**config.mk**
```make
export PLATFORM = sky130hd
export DESIGN_NAME = byte_alu
export DESIGN_NICKNAME = d
export VERILOG_FILES = /design/src/rtl/byte_alu_pkg.sv /design/src/rtl/alu_lowmul.sv /design/src/rtl/alu_compare.sv /design/src/rtl/alu_opsel.sv /design/src/rtl/byte_alu.sv
export SDC_FILE = /design/constraint.sdc
export NUM_CORES = 1
export LEC_CHECK = 0
export ABC_AREA = 1
export CORE_MARGIN = 4
export CORE_UTILIZATION = 25
export CTS_BUF_LIST = sky130_fd_sc_hd__clkbuf_16
export CTS_CLUSTER_DIAMETER = 50
export DETAILED_ROUTE_END_ITERATION = 10
export PLACE_DENSITY_LB_ADDON = 0.2
export SYNTH_ARGS = -nofsm -noshare
export SYNTH_HDL_FRONTEND = slang
export SYNTH_HIERARCHICAL = 1
export SYNTH_SLANG_ARGS = --single-unit
```
**constraint.sdc**
```tcl
create_clock -name clk -period 6.6 [get_ports clk]
set_clock_uncertainty 0.2 [all_clocks]
set_input_delay 1.32 -clock clk [delete_from_list [all_inputs] [get_ports clk]]
set_output_delay 1.32 -clock clk [all_outputs]
set_load 0.02 [all_outputs]
```
**src/rtl/byte_alu_pkg.sv**
```systemverilog
package byte_alu_pkg;
  localparam int OPC_W  = 8;
  localparam int FLAG_W = 3;

  localparam logic [OPC_W-1:0] OPC_ADD = 8'hA0;
  localparam logic [OPC_W-1:0] OPC_MUL = 8'hA2;
  localparam logic [OPC_W-1:0] OPC_CMP = 8'hA7;
  localparam logic [OPC_W-1:0] OPC_AND = 8'hA8;
  localparam logic [OPC_W-1:0] OPC_OR  = 8'hAA;
  localparam logic [OPC_W-1:0] OPC_XOR = 8'hAB;

  localparam logic [FLAG_W-1:0] FLG_LT = 3'b100;
  localparam logic [FLAG_W-1:0] FLG_GT = 3'b010;
  localparam logic [FLAG_W-1:0] FLG_EQ = 3'b001;
endpackage

```
**src/rtl/alu_lowmul.sv**
```systemverilog
// Low half of an unsigned product, built from shifted partial products.
module alu_lowmul #(
  parameter int W = 8
) (
  input  logic [W-1:0] a,
  input  logic [W-1:0] b,
  output logic [W-1:0] prod
);
  logic [W-1:0] pp [W];

  for (genvar i = 0; i < W; i++) begin : g_pp
    assign pp[i] = b[i] ? (a << i) : '0;
  end

  always_comb begin
    logic [W-1:0] acc;
    acc = '0;
    for (int k = 0; k < W; k++) acc = acc + pp[k];
    prod = acc;
  end
endmodule

```
**src/rtl/alu_compare.sv**
```systemverilog
// Unsigned magnitude compare producing a one-hot condition code.
module alu_compare #(
  parameter int W = 8
) (
  input  logic [W-1:0]                        a,
  input  logic [W-1:0]                        b,
  output logic [byte_alu_pkg::FLAG_W-1:0]     code
);
  import byte_alu_pkg::*;

  always_comb begin
    if (a < b)      code = FLG_LT;
    else if (a > b) code = FLG_GT;
    else            code = FLG_EQ;
  end
endmodule

```
**src/rtl/alu_opsel.sv**
```systemverilog
// Opcode decode and result selection.
module alu_opsel #(
  parameter int W = 8
) (
  input  logic [byte_alu_pkg::OPC_W-1:0] op_code,
  input  logic [W-1:0]                   a,
  input  logic [W-1:0]                   b,
  input  logic [W-1:0]                   prod,
  output logic [W-1:0]                   result,
  output logic                           wr_ok,
  output logic                           is_cmp
);
  import byte_alu_pkg::*;

  always_comb begin
    result = '0;
    wr_ok  = 1'b0;
    is_cmp = 1'b0;
    case (op_code)
      OPC_ADD: begin result = a + b; wr_ok = 1'b1; end
      OPC_MUL: begin result = prod;  wr_ok = 1'b1; end
      OPC_AND: begin result = a & b; wr_ok = 1'b1; end
      OPC_OR:  begin result = a | b; wr_ok = 1'b1; end
      OPC_XOR: begin result = a ^ b; wr_ok = 1'b1; end
      OPC_CMP: is_cmp = 1'b1;
      default: ;
    endcase
  end
endmodule

```
**src/rtl/byte_alu.sv**
```systemverilog
module byte_alu #(
  parameter int W = 8
) (
  input  logic                            clk,
  input  logic                            rst,
  input  logic                            op_valid,
  input  logic [byte_alu_pkg::OPC_W-1:0]  op_code,
  input  logic [W-1:0]                    opnd_a,
  input  logic [W-1:0]                    opnd_b,
  output logic                            res_valid,
  output logic                            res_we,
  output logic [W-1:0]                    res_data,
  output logic [byte_alu_pkg::FLAG_W-1:0] flags
);
  import byte_alu_pkg::*;

  logic [W-1:0]      prod;
  logic [W-1:0]      result;
  logic              wr_ok;
  logic              is_cmp;
  logic [FLAG_W-1:0] cmp_code;

  alu_lowmul #(.W(W)) u_mul (.a(opnd_a), .b(opnd_b), .prod(prod));

  alu_compare #(.W(W)) u_cmp (.a(opnd_a), .b(opnd_b), .code(cmp_code));

  alu_opsel #(.W(W)) u_sel (
    .op_code(op_code), .a(opnd_a), .b(opnd_b), .prod(prod),
    .result(result), .wr_ok(wr_ok), .is_cmp(is_cmp)
  );

  always_ff @(posedge clk) begin
    if (rst) begin
      res_valid <= 1'b0;
      res_we    <= 1'b0;
      res_data  <= '0;
      flags     <= '0;
    end else begin
      res_valid <= op_valid;
      res_we    <= op_valid & wr_ok;
      if (op_valid && wr_ok)  res_data <= result;
      if (op_valid && is_cmp) flags    <= cmp_code;
    end
  end
endmodule

```
==> impl_metrics.csv <==
group,metric,value,unit
run_status,outcome,"completed",
route,drc,0,
setup_path,start_kind,"input port",
layout,final_cell_mix,"138 x nand2_1, 97 x inv_1, 49 x nand3_1",
synthesis,synth_fp_nets,509,
place,portBuffers,39,
cts,cts_tree,"yes",
timing,rsz0062_at_grt,"false",
setup_path,arrival,5730,ps
cts,ctsResizeCount,0,
setup_path,required,6540,ps
timing,maxSlewViolCount,0,
setup_path,path_class,"in -> reg",
cts,cts_num_sinks,13,
synthesis,yosys.area_share.adder,27.8,%
synthesis,ys_ff_latch,13,
route,ant_nets,0,
cts,htreeDepth,1,
synthesis,ys.warnings.count,6,
synthesis,syn-cell-area,2610,sq um
layout,n_fill_cell,1140,
setup_path,reg2reg_to,"res_data[6]$_SDFFE_PP0P_",
place,hpwl,5.90,mm
die,ioPinCount,40,
timing,period_share,87.7,%
layout,fin_util,31.8,%
die,num_rows,37,
global_route,grt_pass1_vias,2620,
die,start_util,25.5,%
hold_path,hp-class,"reg -> reg",
die,core-area,10200,sq um
job,cap_viol_max_count,0,
layout,mostFrequentLayoutCell,"nand2_1",
synthesis,synth_area_per_cell,6.03,sq um
synthesis,synth_compound_gate_area_share,2.59,%
route,vias,2611,
route,wirelength,7.00,mm
power,power.leakage,1.90,nW
global_route,grt_pass1_wl,12.2,mm
synthesis,ys_types,23,
setup_path,cp-end-kind,"flip-flop",
die,fp.dieH,110,um
cts,clk_pin_slew,50,ps
synthesis,yosys.area_share.simple,43.2,%
timing,hold_viol_final,0,
cts,clk_path_buf_depth,2,
timing,slew_headroom,71.1,%
cts,holdBufCountCts,0,
global_route,grt_start_max_net_pins,34,
power,power.density,118,nW/um^2
die,die_area,12100,sq um
timing,hold-worst-slack,310,ps
hold_path,hold_start,"res_data[2]$_SDFFE_PP0P_",
hold_path,hold_depth,4,
setup_path,worstPathMaxFanout,10,
place,gp_congestion,0.803,
setup_path,reg2regPathDepth,4,
cts,cts-root-buf,"clkbuf_16",
synthesis,synth_top_family_by_area,"simple AND/OR/NAND/NOR gates",
synthesis,netlist_instances,433,
layout,n_antenna_cell,0,
global_route,overflow,0,
synthesis,synth_mux_area_share,0,%
setup_path,r2r_start,"res_data[6]$_SDFFE_PP0P_",
timing,setup_viol,0,
cts,clk-insertion-delay-late,240,ps
hold_path,holdPathEnd,"res_data[2]$_SDFFE_PP0P_",
route,drtPass1Iterations,4,
global_route,grtUsageTotal,12.6,%
timing,setup_tns,0,ps
synthesis,ys_seq_area_share,9.96,%
die,die_w,110,um
timing,min_period,5790,ps
power,peakVddDrop,0.0761,mV
cts,numCtsBuffers,3,
setup_path,ff2ff_setup_slack,5770,ps
timing,worst_pin_slew,432,ps
route,avgRoutedWirePerCell,11.4,um
timing,clock.fmax,0.173,GHz
layout,nets,554,
global_route,antenna_found_initial,0,
layout,area_growth_syn_to_layout,24.5,%
cts,post-cts-setup-buffer-count,0,
route,viasPerCell,4.26,
route,first_iter_violations,124,
synthesis,synth_xor_area_share,0,%
layout,drive_gt1_share,6.50,%
synth_stat cells (all sizes together):
| cell | instances | area [sq um] |
|---|---|---|
| nand2 | 144 | 556 |
| dfxtp | 13 | 260 |
| nand3 | 50 | 255 |
| inv | 97 | 364 |
| a21oi | 7 | 35.0 |
| or2 | 2 | 12.5 |
| nand3b | 9 | 67.6 |
| ha | 34 | 425 |
| fa | 15 | 300 |
| o21ai | 5 | 25.0 |
| buf | 8 | 67.6 |
| a21o | 1 | 7.51 |
| nor3 | 2 | 26.3 |
| nor2 | 44 | 198 |
| nand4 | 1 | 6.26 |
| and2 | 1 | 6.26 |
critical path: stages:
cell and delay, ps:
clkdlybuf4s50_1 730, nand2_1 90, inv_1 80, fa_1 430, fa_1 540, inv_1 50, fa_1 520, inv_1 40
ha_1 280, ha_1 210, fa_1 400, inv_1 70, nand3_1 80, nand2_1 80, nand2_1 60, nand2_1 60
nand2_1 40, nand2_1 60, inv_1 40, nand2_1 50, nand2_1 50, nand3_1 70, nand2_1 50, nor2_1 110
nand2_1 60, nor2_1 90, nor2_1 50
state kept, by name, indices dropped and copies added (netlist names):
register,cells
res_data,8
res_we,1
res_valid,1
flags,3
power by group:
part / switching, mW / leakage, nW / internal (mW)
clock network: 0.0334 / 0.0423 / 0.0799
logic: 0.111 / 1.75 / 0.0796
registers: 0.000344 / 0.105 / 0.0796
total: 0.145 / 1.90 / 0.239
area by class of cell:
type	instances	area [sq um]	area share, %
well taps	136	170	5.23
repair buffers	48	458	14.1
clock buffers	3	75.1	2.31
flip-flops and latches	13	260	8.00
inverters	97	364	11.2
multi-input cells	315	1920	59.1
clock inverters	1	3.75	0.115
metrics by stage:
stage,worst slack (ps),cell area [sq um],cells,power (mW)
2_1_floorplan,1340,2610,433,0.211
3_3_place_gp,595,3170,609,0.274
3_5_place_dp,520,3170,609,0.274
4_1_cts,796,3250,613,0.393
5_1_grt,411,3250,613,0.428
6_report,810,3250,613,0.384
per-layer routing:
layer  vias to the layer above  part of all wire, %  GRT usage [%]
met2                        20                   53           23.7
met5                         -                    0              0
met4                         0                  1.4           2.02
met3                         8                  1.5           1.69
li1                       1394                    -              -
met1                      1189                   44           15.5
kinds of logic (layout without fill, tap and decap cells):
family / after synthesis / after routing
buffers and inverters: 105 / 149
flip-flops: 13 / 13
adder cells (fa/ha/maj): 49 / 49
AND/OR/NAND/NOR: 253 / 253
AO/OA/AOI/OAI: 13 / 13
worst max path at each step:
stage	startpoint	to
5_1_grt	opnd_a[2]	res_data[7]$_SDFFE_PP0P_
4_1_cts	opnd_a[2]	res_data[7]$_SDFFE_PP0P_
2_1_floorplan	opnd_a[0]	res_data[7]$_SDFFE_PP0P_
3_5_place_dp	opnd_a[2]	res_data[7]$_SDFFE_PP0P_
6_report	opnd_a[2]	res_data[7]$_SDFFE_PP0P_
3_3_place_gp	opnd_a[2]	res_data[7]$_SDFFE_PP0P_
No activity file was read; power rests on OpenSTA's default activity.
